==> src/rtl/uart_ctl_pkg.sv <==
package uart_ctl_pkg;
  localparam int DATA_W = 8;

  // control register bit positions
  localparam int CB_EN      = 0;
  localparam int CB_THR2    = 1;
  localparam int CB_TXE_IE  = 4;
  localparam int CB_RXF_IE  = 5;
  localparam int CB_RXE_IE  = 6;

  localparam logic [DATA_W-1:0] CTRL_MASK = 8'h73;

  typedef enum logic [1:0] {
    A_CTRL = 2'd0,
    A_RXD  = 2'd1,
    A_TXD  = 2'd2,
    A_NONE = 2'd3
  } reg_addr_e;
endpackage

==> src/rtl/uart_ctl_reg.sv <==
module uart_ctl_reg
  import uart_ctl_pkg::*;
(
  input  logic              clk,
  input  logic              rst_n,
  input  logic              wr_en,
  input  logic [DATA_W-1:0] wdata,
  output logic [DATA_W-1:0] ctrl_q,
  output logic              en_next
);
  logic [DATA_W-1:0] ctrl_d;

  always_comb begin
    ctrl_d = ctrl_q;
    if (wr_en) ctrl_d = wdata & CTRL_MASK;
  end

  assign en_next = ctrl_d[CB_EN];

  always_ff @(posedge clk or negedge rst_n) begin
    if (!rst_n)     ctrl_q <= '0;
    else if (wr_en) ctrl_q <= ctrl_d;
  end

  p_reserved_zero_r2: assert property (@(posedge clk) disable iff (!rst_n)
    (ctrl_q & ~CTRL_MASK) == '0);
  p_hold_no_write_r2: assert property (@(posedge clk) disable iff (!rst_n)
    !wr_en |=> $stable(ctrl_q));
endmodule

==> src/rtl/uart_rx_queue.sv <==
module uart_rx_queue #(
  parameter int W     = 8,
  parameter int DEPTH = 2
) (
  input  logic          clk,
  input  logic          rst_n,
  input  logic          flush,
  input  logic          push,
  input  logic [W-1:0]  din,
  input  logic          pop,
  output logic [W-1:0]  head,
  output logic [$clog2(DEPTH+1)-1:0] count_q,
  output logic [$clog2(DEPTH+1)-1:0] count_d,
  output logic          overrun
);
  localparam int PW = (DEPTH > 1) ? $clog2(DEPTH) : 1;
  localparam int CW = $clog2(DEPTH+1);
  localparam logic [CW-1:0] FULL_CNT = CW'(DEPTH);

  logic [W-1:0]  mem [DEPTH];
  logic [PW-1:0] rd_ptr, rd_ptr_d, wr_ptr, wr_ptr_d;
  logic          pop_ok, push_ok;

  function automatic logic [PW-1:0] nxt(input logic [PW-1:0] p);
    return (p == PW'(DEPTH-1)) ? '0 : p + PW'(1);
  endfunction

  always_comb begin
    pop_ok   = pop && (count_q != '0);
    push_ok  = push && ((count_q != FULL_CNT) || pop_ok);
    overrun  = push && !push_ok;
    rd_ptr_d = rd_ptr;
    wr_ptr_d = wr_ptr;
    count_d  = count_q;
    if (flush) begin
      rd_ptr_d = '0;
      wr_ptr_d = '0;
      count_d  = '0;
      overrun  = 1'b0;
    end else begin
      if (pop_ok)  rd_ptr_d = nxt(rd_ptr);
      if (push_ok) wr_ptr_d = nxt(wr_ptr);
      case ({push_ok, pop_ok})
        2'b10:   count_d = count_q + CW'(1);
        2'b01:   count_d = count_q - CW'(1);
        default: count_d = count_q;
      endcase
    end
  end

  always_ff @(posedge clk or negedge rst_n) begin
    if (!rst_n) begin
      rd_ptr  <= '0;
      wr_ptr  <= '0;
      count_q <= '0;
    end else begin
      rd_ptr  <= rd_ptr_d;
      wr_ptr  <= wr_ptr_d;
      count_q <= count_d;
    end
  end

  for (genvar i = 0; i < DEPTH; i++) begin : g_slot
    always_ff @(posedge clk) begin
      if (push_ok && !flush && (wr_ptr == PW'(i))) mem[i] <= din;
    end
  end

  assign head = mem[rd_ptr];

  p_pop_dec_r3: assert property (@(posedge clk) disable iff (!rst_n)
    (pop && !push && !flush && count_q != '0) |=> count_q == $past(count_q) - CW'(1));
  p_overrun_keeps_r6: assert property (@(posedge clk) disable iff (!rst_n)
    (push && !pop && !flush && count_q == FULL_CNT) |=> count_q == FULL_CNT && $stable(rd_ptr));
  p_flush_empty_r9: assert property (@(posedge clk) disable iff (!rst_n)
    flush |=> count_q == '0);
endmodule

==> src/rtl/uart_tx_hold.sv <==
module uart_tx_hold #(
  parameter int W = 8
) (
  input  logic         clk,
  input  logic         rst_n,
  input  logic         flush,
  input  logic         wr,
  input  logic [W-1:0] din,
  input  logic         take,
  output logic         load,
  output logic         full_q,
  output logic [W-1:0] data_q
);
  logic         full_d, wr_ok;
  logic [W-1:0] data_d;

  always_comb begin
    load   = take && full_q && !flush;
    wr_ok  = wr && (!full_q || load);
    full_d = (full_q && !load) || wr_ok;
    data_d = wr_ok ? din : data_q;
    if (flush) full_d = 1'b0;
  end

  always_ff @(posedge clk or negedge rst_n) begin
    if (!rst_n) begin
      full_q <= 1'b0;
      data_q <= '0;
    end else begin
      full_q <= full_d;
      if (wr_ok) data_q <= data_d;
    end
  end

  p_load_empties_r8: assert property (@(posedge clk) disable iff (!rst_n)
    (load && !wr) |=> !full_q);
  p_flush_clears_r9: assert property (@(posedge clk) disable iff (!rst_n)
    flush |=> !full_q);
endmodule

==> src/rtl/uart_ctl_irq.sv <==
module uart_ctl_irq
  import uart_ctl_pkg::*;
#(
  parameter int RX_DEPTH = 2
) (
  input  logic              clk,
  input  logic              rst_n,
  input  logic              reg_wr,
  input  logic              reg_rd,
  input  logic [1:0]        reg_addr,
  input  logic [DATA_W-1:0] reg_wdata,
  output logic [DATA_W-1:0] reg_rdata,
  input  logic              rx_byte_valid,
  input  logic [DATA_W-1:0] rx_byte,
  input  logic              rx_err,
  input  logic              tx_shift_ready,
  output logic              tx_load,
  output logic [DATA_W-1:0] tx_data,
  output logic              rx_ready,
  output logic              rx_two,
  output logic              tx_empty,
  output logic              irq_rx_error,
  output logic              irq_rx_full,
  output logic              irq_tx_empty
);
  localparam int CW = $clog2(RX_DEPTH+1);
  localparam logic [CW-1:0] RX_FULL = CW'(RX_DEPTH);

  logic [DATA_W-1:0] ctrl_q, rx_head;
  logic              en, en_next, flush, ovr, tx_full;
  logic [CW-1:0]     cnt_q, cnt_d;
  logic              sel_ctrl_wr, sel_rx_rd, sel_tx_wr;
  logic              irq_err_d, irq_full_d, irq_txe_d;

  assign sel_ctrl_wr = reg_wr && (reg_addr == A_CTRL);
  assign sel_rx_rd   = reg_rd && (reg_addr == A_RXD);
  assign sel_tx_wr   = reg_wr && (reg_addr == A_TXD);

  uart_ctl_reg u_ctrl (
    .clk, .rst_n,
    .wr_en   (sel_ctrl_wr),
    .wdata   (reg_wdata),
    .ctrl_q  (ctrl_q),
    .en_next (en_next)
  );

  assign en    = ctrl_q[CB_EN];
  assign flush = !en_next;

  uart_rx_queue #(.W(DATA_W), .DEPTH(RX_DEPTH)) u_rxq (
    .clk, .rst_n,
    .flush   (flush),
    .push    (rx_byte_valid && en),
    .din     (rx_byte),
    .pop     (sel_rx_rd && en),
    .head    (rx_head),
    .count_q (cnt_q),
    .count_d (cnt_d),
    .overrun (ovr)
  );

  uart_tx_hold #(.W(DATA_W)) u_txh (
    .clk, .rst_n,
    .flush  (flush),
    .wr     (sel_tx_wr && en),
    .din    (reg_wdata),
    .take   (tx_shift_ready && en),
    .load   (tx_load),
    .full_q (tx_full),
    .data_q (tx_data)
  );

  assign rx_ready = (cnt_q != '0);
  assign rx_two   = (cnt_q == RX_FULL);
  assign tx_empty = !tx_full;

  always_comb begin
    unique case (reg_addr)
      A_CTRL:  reg_rdata = ctrl_q;
      A_RXD:   reg_rdata = rx_ready ? rx_head : '0;
      default: reg_rdata = '0;
    endcase
  end

  // interrupt next-state: pulse coincides with the flag change
  always_comb begin
    irq_err_d  = en && ctrl_q[CB_RXE_IE] && (rx_err || ovr);
    irq_txe_d  = en && ctrl_q[CB_TXE_IE] && tx_load;
    irq_full_d = 1'b0;
    if (en && ctrl_q[CB_RXF_IE]) begin
      if (ctrl_q[CB_THR2]) irq_full_d = (cnt_q != RX_FULL) && (cnt_d == RX_FULL);
      else                 irq_full_d = (cnt_q == '0) && (cnt_d != '0);
    end
  end

  always_ff @(posedge clk or negedge rst_n) begin
    if (!rst_n) begin
      irq_rx_error <= 1'b0;
      irq_rx_full  <= 1'b0;
      irq_tx_empty <= 1'b0;
    end else begin
      irq_rx_error <= irq_err_d;
      irq_rx_full  <= irq_full_d;
      irq_tx_empty <= irq_txe_d;
    end
  end

  p_full_single_r4: assert property (@(posedge clk) disable iff (!rst_n)
    irq_rx_full |=> !irq_rx_full);
  p_thr1_on_two_r5: assert property (@(posedge clk) disable iff (!rst_n)
    (irq_rx_full && $past(ctrl_q[CB_THR2])) |-> rx_two);
  p_err_gate_r7: assert property (@(posedge clk) disable iff (!rst_n)
    irq_rx_error |-> $past(ctrl_q[CB_RXE_IE]));
  p_txe_after_load_r8: assert property (@(posedge clk) disable iff (!rst_n)
    irq_tx_empty |-> $past(tx_load));
  p_off_no_load_r10: assert property (@(posedge clk) disable iff (!rst_n)
    !en |-> !tx_load);
  p_off_no_irq_r10: assert property (@(posedge clk) disable iff (!rst_n)
    !en |=> !(irq_rx_error || irq_rx_full || irq_tx_empty));
endmodule

==> config.mk <==
export PLATFORM = sky130hd
export DESIGN_NAME = uart_ctl_irq
export DESIGN_NICKNAME = d
export VERILOG_FILES = /design/src/rtl/uart_ctl_pkg.sv /design/src/rtl/uart_ctl_reg.sv /design/src/rtl/uart_rx_queue.sv /design/src/rtl/uart_tx_hold.sv /design/src/rtl/uart_ctl_irq.sv
export SDC_FILE = /design/constraint.sdc
export NUM_CORES = 1
export LEC_CHECK = 0
export ABC_AREA = 1
export BUFFER_PORTS_ARGS = -buffer_cell sky130_fd_sc_hd__buf_4
export CAP_MARGIN = 20
export CORE_MARGIN = 2
export CORE_UTILIZATION = 48
export CTS_BUF_LIST = sky130_fd_sc_hd__clkbuf_8
export CTS_CLUSTER_DIAMETER = 100
export DETAILED_ROUTE_END_ITERATION = 8
export HOLD_SLACK_MARGIN = 0.06
export PLACE_DENSITY = 0.73
export SLEW_MARGIN = 10
export SYNTH_ARGS = -nofsm -noshare
export SYNTH_HDL_FRONTEND = slang
export SYNTH_SLANG_ARGS = --single-unit
==> constraint.sdc <==
create_clock -name clk -period 1.95 [get_ports clk]
set_input_delay 0.39 -clock clk [delete_from_list [all_inputs] [get_ports clk]]
set_output_delay 0.39 -clock clk [all_outputs]
set_load 0.05 [all_outputs]
### Word level (Yosys, flattened, before mapping)

Memory sizes are Yosys's and may differ from the RTL's.
Index checks and enable logic that the tools add are counted.

| storage, ports and cells | value |
|---|---|
| memories | 1 |
| bits in writable memories | 16 |
| output and inout bits | 23 |
| input bits | 25 |
| word-level logic and storage cells | 82 |
| register bits after elaboration | 21 |

| cells by class | value |
|---|---|
| add/sub/neg operators | 4 |
| mux-type cells | 22 |
| reductions and logical operators | 36 |
| bitwise gates (word level) | 1 |
| equality and inequality tests | 9 |

Memory list:

| name | words | width | read ports | clocked after memory_dff | wr ports | line | source |
|---|---|---|---|---|---|---|---|
| u_rxq.mem | 2 | 8 | 1 | 0 | 1 | uart_rx_queue.sv:20 | `logic [W-1:0] mem [DEPTH];` |

Operators with widths:

| operator | number |
|---|---|
| $logic_and 1x1->1 | 24 |
| $mux 1 | 17 |
| $mux 8 | 2 |
| $pmux 8 s2 | 1 |
| $eq 2x2->1 const B | 4 |
| $reduce_or 8->1 | 1 |
| $eq 2x1->1 const B | 2 |
| $logic_not 2->1 | 2 |
| $logic_or 1x1->1 | 4 |
| $ne 2x1->1 const B | 2 |
| $pmux 2 s2 | 1 |
| $reduce_bool 2->1 | 2 |
| $logic_not 1->1 | 3 |
| $add 1x1->1 const B | 2 |
| $add 2x1->2 const B | 1 |
| $mux 2 | 1 |
| $ne 2x2->1 const B | 1 |
| $sub 2x1->2 const B | 1 |
| $not 1->1 | 1 |

### Logic depth before layout (Yosys ltp)

| logic depth | value |
|---|---|
| depth after elaboration | 13 |
| mapped depth | 12 |
| mapped depth without buffers | 11 |

### Modules after synthesis

Synthesis repeated with hierarchy kept, for this count alone.

| unflattened totals | value |
|---|---|
| cell total of the unflattened synthesis | 204 |
| area, all modules | 1779.2 µm² |

Modules (own cells, without submodules):

| module | area each (µm²) | instances | cells an instance | seq. area each (µm²) |
|---|---|---|---|---|
| uart_rx_queue | 853.3 | 1 | 77 | 580.6 |
| uart_tx_hold | 377.9 | 1 | 41 | 225.2 |
| uart_ctl_irq | 330.3 | 1 | 60 | 75.1 |
| uart_ctl_reg | 217.7 | 1 | 26 | 125.1 |

### Least setup slack after synthesis

No wires, ideal clock.

| timing path | value |
|---|---|
| path kind | flip-flop to flip-flop |
| start | register u_rxq.count_q[0] |
| end | memory u_rxq.mem[1][0], enable pin |
| arrival | 1850 ps |
| stages on the path, launching flop included | 7 |
| period minus slack after synthesis | 2233 ps |
| library setup time | 383 ps |
| data required time | 1567 ps |
| buffers on the path | 0 |
| slack | -283 ps |
| cell sequence | dfrtp_1 inv_1 nand2_1 nand3_1 nand2_1 inv_1 nor3_1 |

| on the way | value |
|---|---|
| cells in the longest elaborated chain, start to end | 10 |
| elaborated cells between the ends (all ways) | 15 |
| those cells by class | 1 x eq/ne; 6 x mux; 8 x reduce/logical |

RTL lines:

| what | line | source |
|---|---|---|
| start, declared | uart_rx_queue.sv:12 | `output logic [$clog2(DEPTH+1)-1:0] count_q,` |
| start signal, assigned | uart_rx_queue.sv:59 | `count_q <= count_d;` |
| $reduce_bool 2->1 (*) | -- |  |
| via rx_ready | uart_ctl_irq.sv:19 | `output logic rx_ready,` |
| $logic_and 1x1->1 (*) | uart_rx_queue.sv:29 | `pop_ok = pop && (count_q != '0);` |
| $logic_or 1x1->1 (*) | uart_rx_queue.sv:30 | `push_ok = push && ((count_q != FULL_CNT) \|\| pop_ok);` |
| $logic_and 1x1->1 (*) | uart_rx_queue.sv:30 |  |
| $logic_and 1x1->1 (*) | uart_rx_queue.sv:65 | `if (push_ok && !flush && (wr_ptr == PW'(i))) mem[i] <= din;` |
| $logic_and 1x1->1 | uart_rx_queue.sv:65 |  |
| $mux 1 | uart_rx_queue.sv:65 |  |
| $mux 1 (implied by the code) | uart_rx_queue.sv:65 |  |
| $reduce_or 8->1 (no line) | -- |  |
| $mux 1 (no line) | -- |  |
| end, declared | uart_rx_queue.sv:20 |  |

Mark *: on every way through the listed nets, which the timed path passes. The rest lies on a longest branch.

### Worst setup path after layout

| timing path | value |
|---|---|
| start | register u_rxq.count_q[0] |
| end | output reg_rdata[5] |

| on the way | value |
|---|---|
| cells in the longest elaborated chain, start to end | 3 |

RTL lines:

| what | line | source |
|---|---|---|
| $reduce_bool 2->1 | uart_ctl_irq.sv:73 | `assign rx_ready = (cnt_q != '0);` |
| $mux 8 | uart_ctl_irq.sv:80 | `A_RXD: reg_rdata = rx_ready ? rx_head : '0;` |
| $pmux 8 s2 | uart_ctl_irq.sv:78 | `unique case (reg_addr)` |
| end, declared | uart_ctl_irq.sv:12 | `output logic [DATA_W-1:0] reg_rdata,` |

Every way passes these cells.

==> results_tabular.tex <==
\begin{tabular}{lr}
\hline
Metric & Value \\
\hline
\multicolumn{2}{l}{\textbf{Status}} \\
Status & complete, no violations \\
\multicolumn{2}{l}{\textbf{Cells and area}} \\
Sequential standard cell area & 1010 um\^{}2 \\
N\_diodes & 0 \\
Layout fillers & 302 \\
Nets & 265 \\
Leading cell type in the layout, fill and taps excluded & sky130\_fd\_sc\_hd\_\_nand2\_1 \\
Multi-input logic area & 588 um\^{}2 \\
Highest-count cells in the layout ignoring fill and taps & sky130\_fd\_sc\_hd\_\_nand2\_1 (59), sky130\_fd\_sc\_hd\_\_buf\_4 (52), sky130\_fd\_sc\_hd\_\_inv\_1 (26) \\
Area growth, synth to finish & 34.5\% \\
Fraction of final layout cells sized beyond drive strength 1 & 34.0\% \\
\multicolumn{2}{l}{\textbf{Drt}} \\
Antenna-violating nets left & 0 \\
Length of the first detailed-routing pass in iterations & 4 \\
Final Routed Wirelength & 3420 um \\
Number of vias per cell after detailed routing & 4.64 \\
Routed via count & 1331 \\
Average detailed-routed wire length per instance & 11.9 um \\
Post-route DRC violation count & 0 \\
Drt first-iter violations & 58 \\
\multicolumn{2}{l}{\textbf{Clock tree}} \\
Root buf cell & sky130\_fd\_sc\_hd\_\_clkbuf\_8 \\
Number of clock sinks seen by CTS & 37 \\
CTS H-tree lvls & 2 \\
Skew-Pair Late Insertion Delay & 0.29 ns \\
Maximum buffer depth of the clock tree & 2 \\
Clock transition at path regs & 0.07 ns \\
Num CTS Buffers & 5 \\
CTS tree & yes \\
\multicolumn{2}{l}{\textbf{STA}} \\
Min cycle time layout & 1.83 ns \\
Peak Freq & 0.545 GHz \\
Post-route clock skew & 0.00744 ns \\
Unrepaired setup endpoints after global routing & no \\
Final-report setup violation count & 0 \\
Final cycle utilization of the critical path & 94.1\% \\
Transition time at the pin with the least slew margin & 0.272 ns \\
Fin Setup TNS & 0 ns \\
Max-slew violation count & 0 \\
Slew margin rel. & 81.9\% \\
Hold Violations, Final & 0 \\
\multicolumn{2}{l}{\textbf{Worst hold path}} \\
Start point of the worst hold path & rx\_byte[3] \\
Count of cells along the worst hold path & 1 \\
Capture endpoint of the worst hold path & u\_rxq.mem[1][3]\$\_DFFE\_PP\_ \\
Path category of the worst min-delay check & in -> reg \\
\multicolumn{2}{l}{\textbf{Worst setup path}} \\
R2r setup slk & 0.35 ns \\
Master of the slowest instance on the critical path & sky130\_fd\_sc\_hd\_\_dfrtp\_1 \\
Critical Path Source Type & flip-flop \\
Reg-to-reg endpoint & u\_rxq.mem[0][4]\$\_DFFE\_PP\_ \\
Critical path data required time & 1.56 ns \\
Data arrival at the endpoint of the critical path & 1.44 ns \\
Cells along the critical path & nor2\_1, nor2\_1, inv\_2, a21oi\_1, a21oi\_1, nor2\_2, buf\_6 \\
Crit-path max cell delay & 0.40 ns \\
Beginning of the worst register-to-register path & u\_rxq.count\_q[0]\$\_DFF\_PN0\_ \\
Kind of critical path & reg -> out \\
Worst reg2reg path depth & 9 \\
Crit end category & output pin \\
Maximum fanout along the worst path & 4 \\
\multicolumn{2}{l}{\textbf{Global route}} \\
Maximum number of pins on one net before global-route repair & 22 \\
Vias in the first global route & 1357 \\
Number of antenna violations at the first check in global routing & 0 \\
Total grt overflow & 0 \\
First-pass GRT wire length & 5980 um \\
Total track usage & 19.8\% \\
\multicolumn{2}{l}{\textbf{Die}} \\
CORE AREA & 3360 um\^{}2 \\
Die extent in y & 63.4 um \\
Area of the die & 4020 um\^{}2 \\
Number of cell rows & 21 \\
Die X & 63.4 um \\
Effective utilization at floorplan & 50.3\% \\
Io pins & 48 \\
\multicolumn{2}{l}{\textbf{Power}} \\
Power density cells & 922 nW/um\^{}2 \\
Static leakage & 1.15 nW \\
Post-layout power & 2.10 mW \\
Maximum ir drop on the vdd rail & 0.000552 V \\
\multicolumn{2}{l}{\textbf{Placement}} \\
Placer congestion estimate & 0.876 \\
Post-detail-place hpwl & 2580 um \\
IO Port Bufs & 47 \\
\multicolumn{2}{l}{\textbf{Yosys}} \\
Mean area per synthesized cell & 9.35 um\^{}2 \\
Distinct cells, synth & 21 \\
Number of warnings reported in the yosys synthesis log & 0 \\
Post-synthesis cell area & 1690 um\^{}2 \\
Net count after synthesis & 206 \\
Portion of the post-synthesis area used by sequential elements & 59.5\% \\
Number of cells produced by synthesis & 181 \\
Number of synthesized register bits & 37 \\
\multicolumn{2}{l}{\textbf{Flow run}} \\
Number of max-cap violations & 0 \\
\hline
\end{tabular}
[cell usage after synthesis, drive strengths merged]
library cell	n	share of area, %
nand3	10	3.0
buf	3	1.4
nand4	2	1.6
inv	25	5.5
nand2	67	17
nor2	11	2.9
a21oi	8	2.4
o21ai	13	4.7
clkinv	1	0.22
edfxtp	16	28
dfrtp	21	31
nor3	2	0.59
a21boi	1	0.44
o22ai	1	0.37
[cells by family after synthesis]
family / synth area share (%)
compound gates: 7.91
buf+inv: 7.17
flops: 59.5
simple gates: 25.4
[worst max-delay path, delay by kind of cell (launching register included)]
kind | cells | cell delay [ns]
AOI/OAI and AO/OA | 2 | 0.18
and+or+nand+nor | 3 | 0.31
buffers and inverters | 2 | 0.25
DFF | 1 | 0.40
[how the worst max path moves through the flow]
stage                                     from           end  slack, ns  cells after the start
CTS                   u_rxq.rd_ptr$_DFFE_PN0P_  reg_rdata[5]       0.01                      6
global route        u_rxq.count_q[0]$_DFF_PN0_  reg_rdata[5]      0.007                      7
global placement                   reg_addr[1]  reg_rdata[5]       0.24                      9
detailed placement                 reg_addr[1]  reg_rdata[5]       0.23                      9
finish              u_rxq.count_q[0]$_DFF_PN0_  reg_rdata[5]       0.12                      7
floorplan                          reg_addr[0]  reg_rdata[0]      -0.12                      3
[metal layers]
metal,track usage (%),wire (um),vias to the layer above
met5,0,0,-
met1,26.0,1580,598
met2,30.9,1640,32
li1,-,-,697
met3,5.54,164,4
met4,8.15,37,0
[state kept, by name, indices dropped and copies added, names as in the netlist]
name,cells
u_rxq.count_q,2
u_rxq.mem,16
u_ctrl.ctrl_q,5
u_txh.data_q,8
u_txh.full_q,1
u_rxq.wr_ptr,1
irq_tx_empty,1
u_rxq.rd_ptr,1
irq_rx_error,1
irq_rx_full,1
[where the power goes]
group / internal (mW) / switching [mW] / leakage, nW
combinational: 0.199 / 0.420 / 0.681
sequential: 0.901 / 0.0512 / 0.419
clock: 0.277 / 0.249 / 0.0538
[timing repair]
item                                    in CTS  in global routing
endpoints found under the setup margin       0                  5
resized for setup                            0                  4
hold buffers                                 1                  0
hold endpoints to repair                    21                  0
setup buffers                                0                  1
[per-stage QoR]
stage | util, % | cell area, um^2 | hold WS, ns | setup WS, ns | cells
3_3_place_gp | 64.2 | 2160 | 0.290 | 0.237 | 277
3_5_place_dp | 64.2 | 2160 | 0.291 | 0.225 | 277
2_1_floorplan | - | 1720 | 0.0944 | -0.120 | 181
6_report | 67.6 | 2270 | 0.286 | 0.116 | 287
5_1_grt | 67.6 | 2270 | 0.261 | 0.00728 | 287
4_1_cts | 67.2 | 2260 | 0.276 | 0.0128 | 286
[cell type report]
type / instances / area share [%]
Sequential cell: 37 / 44.2
Multi-Input combinational cell: 115 / 25.9
Timing Repair Buffer: 55 / 19.0
Inverter: 26 / 4.46
Clock buffer: 6 / 3.63
Tap cell: 46 / 2.53
Clock inverter: 2 / 0.330
No activity file was read; power rests on OpenSTA's default activity.
